File: src/rtl/bankreg_pkg.sv
package bankreg_pkg;
  localparam int NUM_LOG   = 16;
  localparam int LIDX_W    = $clog2(NUM_LOG);
  localparam int PC_IDX    = NUM_LOG - 1;
  localparam int LINK_IDX  = PC_IDX - 1;
  localparam int SP_IDX    = PC_IDX - 2;
  localparam int FIQ_FIRST = 8;
  localparam int FIQ_CNT   = PC_IDX - FIQ_FIRST;
  localparam int PAIR_CNT  = PC_IDX - SP_IDX;
  localparam int NUM_BANKS = 6;
  localparam int PAIR_BANKS = NUM_BANKS - 2;
  localparam int FIQ_BASE  = PC_IDX;
  localparam int PAIR_BASE = FIQ_BASE + FIQ_CNT;
  localparam int NPHYS     = PAIR_BASE + PAIR_CNT * PAIR_BANKS;
  localparam int PIDX_W    = $clog2(NPHYS);
  localparam int MODE_W    = 5;

  typedef logic [2:0] bank_t;
  localparam bank_t BANK_USR = 3'd0;
  localparam bank_t BANK_FIQ = 3'd1;
  localparam bank_t BANK_IRQ = 3'd2;
  localparam bank_t BANK_SVC = 3'd3;
  localparam bank_t BANK_ABT = 3'd4;
  localparam bank_t BANK_UND = 3'd5;

  typedef enum logic [MODE_W-1:0] {
    MODE_USR = 5'b10000,
    MODE_FIQ = 5'b10001,
    MODE_IRQ = 5'b10010,
    MODE_SVC = 5'b10011,
    MODE_ABT = 5'b10111,
    MODE_UND = 5'b11011
  } mode_e;

  function automatic bank_t bank_of(input logic [MODE_W-1:0] m);
    case (m)
      MODE_FIQ: bank_of = BANK_FIQ;
      MODE_IRQ: bank_of = BANK_IRQ;
      MODE_SVC: bank_of = BANK_SVC;
      MODE_ABT: bank_of = BANK_ABT;
      MODE_UND: bank_of = BANK_UND;
      default:  bank_of = BANK_USR;
    endcase
  endfunction
endpackage

File: src/rtl/bankreg_mode_ctrl.sv
module bankreg_mode_ctrl
  import bankreg_pkg::*;
(
  input  logic              clk,
  input  logic              rst_n,
  input  logic              mode_we,
  input  logic [MODE_W-1:0] mode_wdata,
  input  logic              exc_take,
  input  logic [MODE_W-1:0] exc_mode,
  output logic [MODE_W-1:0] mode_q,
  output bank_t             bank_cur,
  output bank_t             bank_exc
);
  logic [MODE_W-1:0] mode_d;
  logic              mode_en;

  always_comb begin
    mode_en = exc_take | mode_we;
    mode_d  = mode_q;
    if (exc_take)     mode_d = exc_mode;
    else if (mode_we) mode_d = mode_wdata;
  end

  always_ff @(posedge clk or negedge rst_n) begin
    if (!rst_n)       mode_q <= MODE_USR;
    else if (mode_en) mode_q <= mode_d;
  end

  assign bank_cur = bank_of(mode_q);
  assign bank_exc = bank_of(exc_mode);

  // exception entry sets the mode even when a software write competes
  a_r9_exc_priority: assert property (@(posedge clk) disable iff (!rst_n)
    exc_take |=> mode_q == $past(exc_mode));
  a_r9_sw_mode: assert property (@(posedge clk) disable iff (!rst_n)
    (mode_we && !exc_take) |=> mode_q == $past(mode_wdata));
  a_r1_mode_hold: assert property (@(posedge clk) disable iff (!rst_n)
    (!mode_we && !exc_take) |=> $stable(mode_q));
endmodule

File: src/rtl/bankreg_phys_map.sv
module bankreg_phys_map
  import bankreg_pkg::*;
(
  input  bank_t             bank,
  input  logic [LIDX_W-1:0] log_idx,
  output logic [PIDX_W-1:0] phys_idx
);
  int li;
  int pi;

  always_comb begin
    li = int'(log_idx);
    pi = li;
    if (bank == BANK_FIQ && li >= FIQ_FIRST && li < PC_IDX)
      pi = FIQ_BASE + (li - FIQ_FIRST);
    else if (bank >= BANK_IRQ && bank <= BANK_UND && li >= SP_IDX && li < PC_IDX)
      pi = PAIR_BASE + (int'(bank) - int'(BANK_IRQ)) * PAIR_CNT + (li - SP_IDX);
    phys_idx = PIDX_W'(pi);
  end

  // banked mapping stays inside the physical array
  always_comb begin
    a_r4_in_range: assert (int'(phys_idx) < NPHYS);
  end
endmodule

File: src/rtl/bankreg_store.sv
module bankreg_store
  import bankreg_pkg::*;
#(
  parameter int DATA_W = 32
) (
  input  logic              clk,
  input  logic              rst_n,
  input  logic              wa_en,
  input  logic [PIDX_W-1:0] wa_addr,
  input  logic [DATA_W-1:0] wa_data,
  input  logic              wb_en,
  input  logic [PIDX_W-1:0] wb_addr,
  input  logic [DATA_W-1:0] wb_data,
  input  logic [PIDX_W-1:0] ra_addr,
  output logic [DATA_W-1:0] ra_q,
  input  logic [PIDX_W-1:0] rb_addr,
  output logic [DATA_W-1:0] rb_q
);
  logic [DATA_W-1:0] mem_q [NPHYS];

  for (genvar g = 0; g < NPHYS; g++) begin : g_entry
    logic              hit_a;
    logic              hit_b;
    logic              ent_en;
    logic [DATA_W-1:0] ent_d;

    always_comb begin
      hit_a  = wa_en && (int'(wa_addr) == g);
      hit_b  = wb_en && (int'(wb_addr) == g);
      ent_en = hit_a | hit_b;
      ent_d  = hit_b ? wb_data : wa_data;
    end

    always_ff @(posedge clk or negedge rst_n) begin
      if (!rst_n)      mem_q[g] <= '0;
      else if (ent_en) mem_q[g] <= ent_d;
    end
  end

  assign ra_q = mem_q[ra_addr];
  assign rb_q = mem_q[rb_addr];

  // link capture lands in the addressed entry
  a_r8_link_capture: assert property (@(posedge clk) disable iff (!rst_n)
    wb_en |=> mem_q[$past(wb_addr)] == $past(wb_data));
  // regular write lands unless the capture hits the same entry
  a_r7_write_lands: assert property (@(posedge clk) disable iff (!rst_n)
    (wa_en && !(wb_en && wb_addr == wa_addr)) |=> mem_q[$past(wa_addr)] == $past(wa_data));
endmodule

File: src/rtl/bankreg_spsr.sv
module bankreg_spsr
  import bankreg_pkg::*;
#(
  parameter int DATA_W = 32
) (
  input  logic              clk,
  input  logic              rst_n,
  input  logic              cap_en,
  input  bank_t             cap_bank,
  input  logic [DATA_W-1:0] cap_data,
  input  bank_t             rd_bank,
  output logic [DATA_W-1:0] rd_data
);
  localparam int NSAVED = NUM_BANKS - 1;
  logic [DATA_W-1:0] sv_q [NSAVED];

  for (genvar g = 0; g < NSAVED; g++) begin : g_saved
    logic sv_en;
    always_comb sv_en = cap_en && (int'(cap_bank) == g + 1);
    always_ff @(posedge clk or negedge rst_n) begin
      if (!rst_n)     sv_q[g] <= '0;
      else if (sv_en) sv_q[g] <= cap_data;
    end
  end

  always_comb begin
    rd_data = '0;
    for (int i = 0; i < NSAVED; i++)
      if (int'(rd_bank) == i + 1) rd_data = sv_q[i];
  end

  // status word saved for an exception-mode target
  a_r8_status_saved: assert property (@(posedge clk) disable iff (!rst_n)
    (cap_en && cap_bank != BANK_USR) |=> sv_q[int'($past(cap_bank)) - 1] == $past(cap_data));
endmodule

File: src/rtl/banked_regfile.sv
module banked_regfile
  import bankreg_pkg::*;
#(
  parameter int DATA_W = 32
) (
  input  logic              clk,
  input  logic              rst_n,
  input  logic              mode_we,
  input  logic [4:0]        mode_wdata,
  input  logic              exc_take,
  input  logic [4:0]        exc_mode,
  input  logic [DATA_W-1:0] exc_ret,
  input  logic [DATA_W-1:0] cpsr_in,
  input  logic [DATA_W-1:0] pc_in,
  input  logic [3:0]        ra_idx,
  output logic [DATA_W-1:0] ra_data,
  input  logic [3:0]        rb_idx,
  output logic [DATA_W-1:0] rb_data,
  input  logic              wr_en,
  input  logic [3:0]        wr_idx,
  input  logic [DATA_W-1:0] wr_data,
  output logic              pc_we,
  output logic [DATA_W-1:0] pc_wdata,
  output logic [4:0]        cur_mode,
  output logic [DATA_W-1:0] spsr_data
);
  localparam logic [LIDX_W-1:0] PC_L   = LIDX_W'(PC_IDX);
  localparam logic [LIDX_W-1:0] LINK_L = LIDX_W'(LINK_IDX);

  bank_t             bank_cur, bank_exc;
  logic [PIDX_W-1:0] pa_a, pa_b, pa_w, pa_x;
  logic [DATA_W-1:0] arr_a, arr_b;
  logic              arr_we;

  bankreg_mode_ctrl u_mode (
    .clk, .rst_n, .mode_we, .mode_wdata, .exc_take, .exc_mode,
    .mode_q(cur_mode), .bank_cur, .bank_exc
  );

  bankreg_phys_map u_map_a (.bank(bank_cur), .log_idx(ra_idx), .phys_idx(pa_a));
  bankreg_phys_map u_map_b (.bank(bank_cur), .log_idx(rb_idx), .phys_idx(pa_b));
  bankreg_phys_map u_map_w (.bank(bank_cur), .log_idx(wr_idx), .phys_idx(pa_w));
  bankreg_phys_map u_map_x (.bank(bank_exc), .log_idx(LINK_L), .phys_idx(pa_x));

  assign arr_we   = wr_en && (wr_idx != PC_L);
  assign pc_we    = wr_en && (wr_idx == PC_L);
  assign pc_wdata = wr_data;

  bankreg_store #(.DATA_W(DATA_W)) u_store (
    .clk, .rst_n,
    .wa_en(arr_we),   .wa_addr(pa_w), .wa_data(wr_data),
    .wb_en(exc_take), .wb_addr(pa_x), .wb_data(exc_ret),
    .ra_addr(pa_a), .ra_q(arr_a),
    .rb_addr(pa_b), .rb_q(arr_b)
  );

  bankreg_spsr #(.DATA_W(DATA_W)) u_spsr (
    .clk, .rst_n,
    .cap_en(exc_take), .cap_bank(bank_exc), .cap_data(cpsr_in),
    .rd_bank(bank_cur), .rd_data(spsr_data)
  );

  assign ra_data = (ra_idx == PC_L) ? pc_in : arr_a;
  assign rb_data = (rb_idx == PC_L) ? pc_in : arr_b;

  // user-class modes never expose a saved status
  a_r10_user_no_spsr: assert property (@(posedge clk) disable iff (!rst_n)
    (bank_cur == BANK_USR) |-> spsr_data == '0);
  // a PC write leaves the array write port idle
  a_r6_pc_not_stored: assert property (@(posedge clk) disable iff (!rst_n)
    pc_we |-> !arr_we);
endmodule

File: config.mk
export PLATFORM = sky130hd
export DESIGN_NAME = banked_regfile
export DESIGN_NICKNAME = d
export VERILOG_FILES = /design/src/rtl/bankreg_pkg.sv /design/src/rtl/bankreg_mode_ctrl.sv /design/src/rtl/bankreg_phys_map.sv /design/src/rtl/bankreg_store.sv /design/src/rtl/bankreg_spsr.sv /design/src/rtl/banked_regfile.sv
export SDC_FILE = /design/constraint.sdc
export NUM_CORES = 2
export LEC_CHECK = 0
export BUFFER_PORTS_ARGS = -buffer_cell sky130_fd_sc_hd__buf_2
export CORE_UTILIZATION = 60
export DETAILED_ROUTE_END_ITERATION = 8
export GPL_ROUTABILITY_DRIVEN = 0
export PLACE_DENSITY = 0.89
export SETUP_SLACK_MARGIN = 0.2
export SLEW_MARGIN = 40
export SYNTH_ARGS = -nofsm -noshare
export SYNTH_HDL_FRONTEND = slang
export SYNTH_SLANG_ARGS = --single-unit
File: constraint.sdc
create_clock -name clk -period 5.5 [get_ports clk]
set_clock_uncertainty 0.2 [all_clocks]
set_input_delay 0.275 -clock clk [delete_from_list [all_inputs] [get_ports clk]]
set_output_delay 0.275 -clock clk [all_outputs]
set_load 0.02 [all_outputs]
==> results of run 1 <==
[logic make-up after synthesis]
logic type / count (synthesis)
mux: 1537
compound gates: 1297
fa+ha+maj: 39
xor+xnor: 15
buf+inv: 689
flops: 1125
simple gates: 1614
[through the flow]
stage | hold slack, ns | utilization | setup TNS (ns) | std cells | setup WS [ns]
after global placement | 0.1542 | 0.6411 | -0.1119 | 7694 | -0.08527
after detailed placement | 0.1614 | 0.6420 | -0.8285 | 7697 | -0.2953
after floorplan | -0.2206 | - | 0 | 6316 | 0.4625
after CTS | 0.09765 | 0.7230 | 0 | 8175 | 0.1179
[layer usage]
layer  GRT usage  GRT overflow
met5      0.5254             0
met4      0.6306            29
met3      0.6521             7
met2      0.8122            45
met1      0.6824             8
[timing repair]
item	4_1_cts
hold endpoints to repair	893
setup buffers	97
gates resized for setup	378
pin swaps	75
hold buffers	146
cloned	31
setup endpoints to repair	101
==> impl_metrics.tcl, run 1 <==
set metrics [dict create \
    synth.most_common_cell "dfrtp_1" \
    ys_types 85 \
    cts.path.max_buffers 3 \
    grt_util_all_layers 0.7019 \
    synth_top_family_by_area "multiplexers" \
    synth-seq-area-share 0.4242 \
    start_util 0.6071 \
    num_rows 121 \
    hpwl_um 161100 \
    portBuffers 288 \
    yosys.area.top_type "dfrtp_1" \
    synth_fp_nets 6510 \
    status "aborted with a tool error" \
    syn_area_mm2 0.06636 \
    synth-xor-area-share 0.002300 \
    grt_overflow_total 89 \
    synth_top_area_share 0.4238 \
    ys_ff_latch 1125 \
    yosysWarnings 0 \
    cts.htree.levels 3 \
    syn_avg_cell_area_um2 10.51 \
    synthSimpleGateAreaFrac 0.1038 \
    synthMuxAreaShare 0.2862 \
    synth_fa_ha_area_frac 0.007692 \
    synth-main-ff-cell "dfrtp_1" \
    num_io_pins 289 \
    netlist_instances 6316 \
    dieHeight_um 334.6 \
    grt_start_max_net_pins 161 \
    root_buffer "clkbuf_16" \
    error "[ERROR GRT-0232] Routing congestion too high. Check the congestion heatmap in the GUI." \
    clock_sinks 1125 \
    async_flop_share 1.000 \
    cts_buffers 118 \
    synth-compound-area-share 0.1306 \
    synth_edf_count 0 \
    haltStage "global routing" \
    synthTopCellsByArea "dfrtp_1 42%, mux2_2 14%, mux2i_1 7.0%" \
    ys_top_cells_by_count "1,124 x dfrtp_1, 896 x nand2_1, 847 x mux2_2" \
    chipWidth_um 334.6 \
    dpl_cell_area_mm2 0.07017 \
]
==> inputs of run 2 (changes only) <==
--- a/config.mk
+++ b/config.mk
@@ -6,11 +6,10 @@
 export NUM_CORES = 2
 export LEC_CHECK = 0
 export BUFFER_PORTS_ARGS = -buffer_cell sky130_fd_sc_hd__buf_2
-export CORE_UTILIZATION = 60
+export CORE_UTILIZATION = 40
 export DETAILED_ROUTE_END_ITERATION = 8
 export GPL_ROUTABILITY_DRIVEN = 0
-export PLACE_DENSITY = 0.89
-export SETUP_SLACK_MARGIN = 0.2
+export PLACE_DENSITY_LB_ADDON = 0.15
 export SLEW_MARGIN = 40
 export SYNTH_ARGS = -nofsm -noshare
 export SYNTH_HDL_FRONTEND = slang
==> run 2 against run 1 <==
Effect of this change: the flow now finishes, with violations (design-rule violations, negative setup slack); synthesized area is the same; synthesized cell count is the same.
==> impl_metrics.tcl, run 2 <==
set metrics [dict create \
    status "complete, but fails checks" \
    violations "design-rule violations, negative setup slack" \
    slew_headroom 0.3505 \
    power-per-cell-area_mw_per_mm2 352.4 \
    fin_tns_setup_ns -1.378 \
    start_util 0.4027 \
    synthTopCellsByArea "dfrtp_1 42%, mux2_2 14%, mux2i_1 7.0%" \
    post-place-ws_ns -0.2748 \
    cts_tree "done" \
    synth-main-ff-cell "dfrtp_1" \
    portBuffers 288 \
    final_util 0.5125 \
    combPwrFrac 0.289 \
    num-fill-cells 14815 \
    p_clk_frac 0.317 \
    drive_gt1_frac 0.3624 \
    synth_edf_count 0 \
    timing.hold.ws_ns 0.09194 \
    hp-class "in2reg" \
    power_mw 29.76 \
    vdd_drop_max_mv 0.3270 \
    grt_util_all_layers 0.3629 \
    clkLatencyLatePin_ns 0.79 \
    netlist_instances 6316 \
    critPathKind "reg2out" \
    ant_nets 0 \
    leakage_nw 38.04 \
    via_per_inst 6.702 \
    crit_top_cell "ha_4" \
    placedCellCount 8477 \
    cp_slowest_cell "o41ai_4" \
    synth.most_common_cell "dfrtp_1" \
    dieHeight_um 409.3 \
    worst_slack_ns -0.2145 \
    switching_share 0.3352 \
    r2r_end "u_store.mem_q[55]" \
    syn_avg_cell_area_um2 10.51 \
    largest_reg_flops 960 \
    synth_top_area_share 0.4238 \
    worstPathArrival_ns 5.24 \
    max_freq_ghz 0.1750 \
    yosys.area.top_type "dfrtp_1" \
    cp-start-kind "flop" \
    path_buf_inv 5 \
    final_cell_mix "1,122 x dfrtp_1, 858 x nand2_1, 845 x mux2_2, 459 x mux2i_1, 343 x buf_4" \
    r2r_start "u_mode.mode_q[4]" \
    endpoint "rb_data[7]" \
    setup_viol 27 \
    regMostFlops "u_store.mem_q" \
    layout_commonest_cell "dfrtp_1" \
    totalWireLength_um 319000 \
    crit_path_max_fanout 4 \
    grt_start_max_net_pins 136 \
    ys_types 85 \
    grt_pass1_vias 57790 \
    wire_per_inst_um 34.89 \
    top_regs "u_store.mem_q x960, u_spsr.sv_q x160, u_mode.mode_q x5" \
    p_sw_mw 9.976 \
    worstPathRequired_ns 5.03 \
    drv_slew 0 \
    nets 7034 \
    dpl_cell_area_mm2 0.07194 \
    rsz0062_at_grt "yes" \
    dieArea_mm2 0.1675 \
    core_area_mm2 0.1648 \
    antenna_found_initial 24 \
    ys_top_cells_by_count "1,124 x dfrtp_1, 896 x nand2_1, 847 x mux2_2" \
    crit_start "u_mode.mode_q[4]" \
    num_rows 149 \
    min_period_ns 5.714 \
    num_io_pins 289 \
    syn2layout_area_growth_pct 27.26 \
    endpoint_kind "output port" \
    ys_ff_latch 1125 \
    async_flop_share 1.000 \
    root_buffer "clkbuf_16" \
    fin_crit_sh 1.039 \
    design_area_mm2 0.08445 \
    cts_buffers 136 \
    syn_area_mm2 0.06636 \
    grt_overflow_total 0 \
    clk_pin_slew_ns 0.06 \
    finalNonFillerCells 9145 \
    path_cells "nor2b_4, nand3b_1, buf_4, ha_4, xnor2_4, ha_4, ha_4, a21oi_2, xnor3_2, o21ai_4, buf_6, nand2_4, buf_12, and3_4, a311oi_2, nor3_2, o41ai_4, buf_4, buf_6" \
    hold_viol 0 \
    reg2reg_slack_ns 0.33 \
    yosysWarnings 0 \
    cp.depth 19 \
    p_int_mw 19.78 \
    chipWidth_um 409.3 \
    via_count 61290 \
    holdPathStages 5 \
    hpwl_um 188300 \
    tightest_slew_ns 0.9743 \
    first_pass_iters 9 \
    cap_violations 0 \
    crit_family "compound AO/OA/AOI/OAI gates" \
    reg2reg_depth 18 \
    cts.path.max_buffers 3 \
    grt_pass1_wl_um 438800 \
    synth_fp_nets 6510 \
    dr.first_iter.drc_count 8420 \
    cts.htree.levels 4 \
    clock_sinks 1125 \
    pwr-share-seq 0.394 \
    synth-seq-area-share 0.4242 \
    drc 1 \
    cpPeakStageDelay_ns 0.56 \
]
[run 2: cell counts after synthesis]
Identical to the previous run, type by type.
[run 2: logic make-up (layout without fill, tap and decap cells)]
group                    after synthesis  count (layout)  synth area share
buffers and inverters                689            1305           0.04519
XOR/XNOR                              15              15          0.002300
multiplexers                        1537            1537            0.2862
AND/OR/NAND/NOR                     1614            1620            0.1038
flip-flops                          1125            1125            0.4242
other                                  0              18                 0
AO/OA/AOI/OAI                       1297            1297            0.1306
adder cells (fa/ha/maj)               39              39          0.007692
[run 2: worst reg2reg max path, cell delays in order, from the launching register on]
cell and delay, ns:
dfstp_2 0.54, nor2b_4 0.16, nand3b_1 0.18, buf_4 0.20, ha_4 0.23, xnor2_4 0.15
buf_6 0.14, buf_4 0.12, ha_1 0.26, ha_1 0.30, a21oi_1 0.16, xor2_1 0.19
xnor2_1 0.10, o31ai_1 0.37, and3_1 0.24, nand3_1 0.19, nor2_4 0.61, buf_12 0.31
mux2_2 0.37
[run 2: area by class of cell]
class                           instances  area (um2)  area share
Tap cell                             2189        2739     0.03243
Sequential cell                      1125       28160      0.3334
Antenna cell                           18       45.04   0.0005333
Clock inverter                         33       591.8    0.007008
Clock buffer                          203        4016     0.04756
Multi-Input combinational cell       4508       37690      0.4463
Timing Repair Buffer                 1050       11150      0.1320
Inverter                               19       71.32   0.0008445
[run 2: worst min-delay path by stage]
| stage | endpoint | start | slack (ns) |
|---|---|---|---|
| 3_3_place_gp | u_store.mem_q[683] | rst_n | 0.19 |
| 2_1_floorplan | u_mode.mode_q[0] | rst_n | -0.22 |
| 3_5_place_dp | u_store.mem_q[267] | rst_n | 0.03 |
| 5_1_grt | u_spsr.sv_q[57] | cpsr_in[25] | 0.1 |
| 4_1_cts | u_store.mem_q[675] | wr_en | 0.05 |
| 6_report | u_store.mem_q[675] | wr_en | 0.09 |
[run 2: power groups by stage]
| stage | sequential [mW] | clock [mW] | combinational [mW] |
|---|---|---|---|
| 2_1_floorplan | 11.2 | 0 | 4.82 |
| 3_3_place_gp | 11.7 | 0 | 7.05 |
| 3_5_place_dp | 11.7 | 0 | 7.16 |
| 4_1_cts | 11.6 | 9.49 | 7.80 |
| 5_1_grt | 11.9 | 9.83 | 9.00 |
| 6_report | 11.7 | 9.44 | 8.60 |
[run 2: timing repair]
item	in CTS	in global routing
pin swaps	72	120
gates resized for setup	315	367
gates cloned	24	22
endpoints found under the setup margin	64	64
setup buffers	116	119
hold buffers	146	0
endpoints found under the hold margin	1616	0
[run 2: metal layers]
| metal | GRT usage | part of all wire | vias up |
|---|---|---|---|
| met5 | 0 | 0.00036 | - |
| met4 | 0.1956 | 0.068 | 18 |
| met3 | 0.1064 | 0.13 | 1123 |
| met2 | 0.5305 | 0.43 | 4433 |
| met1 | 0.4821 | 0.38 | 31209 |
| li1 | - | - | 24507 |
(Power assumes the default switching activity.)
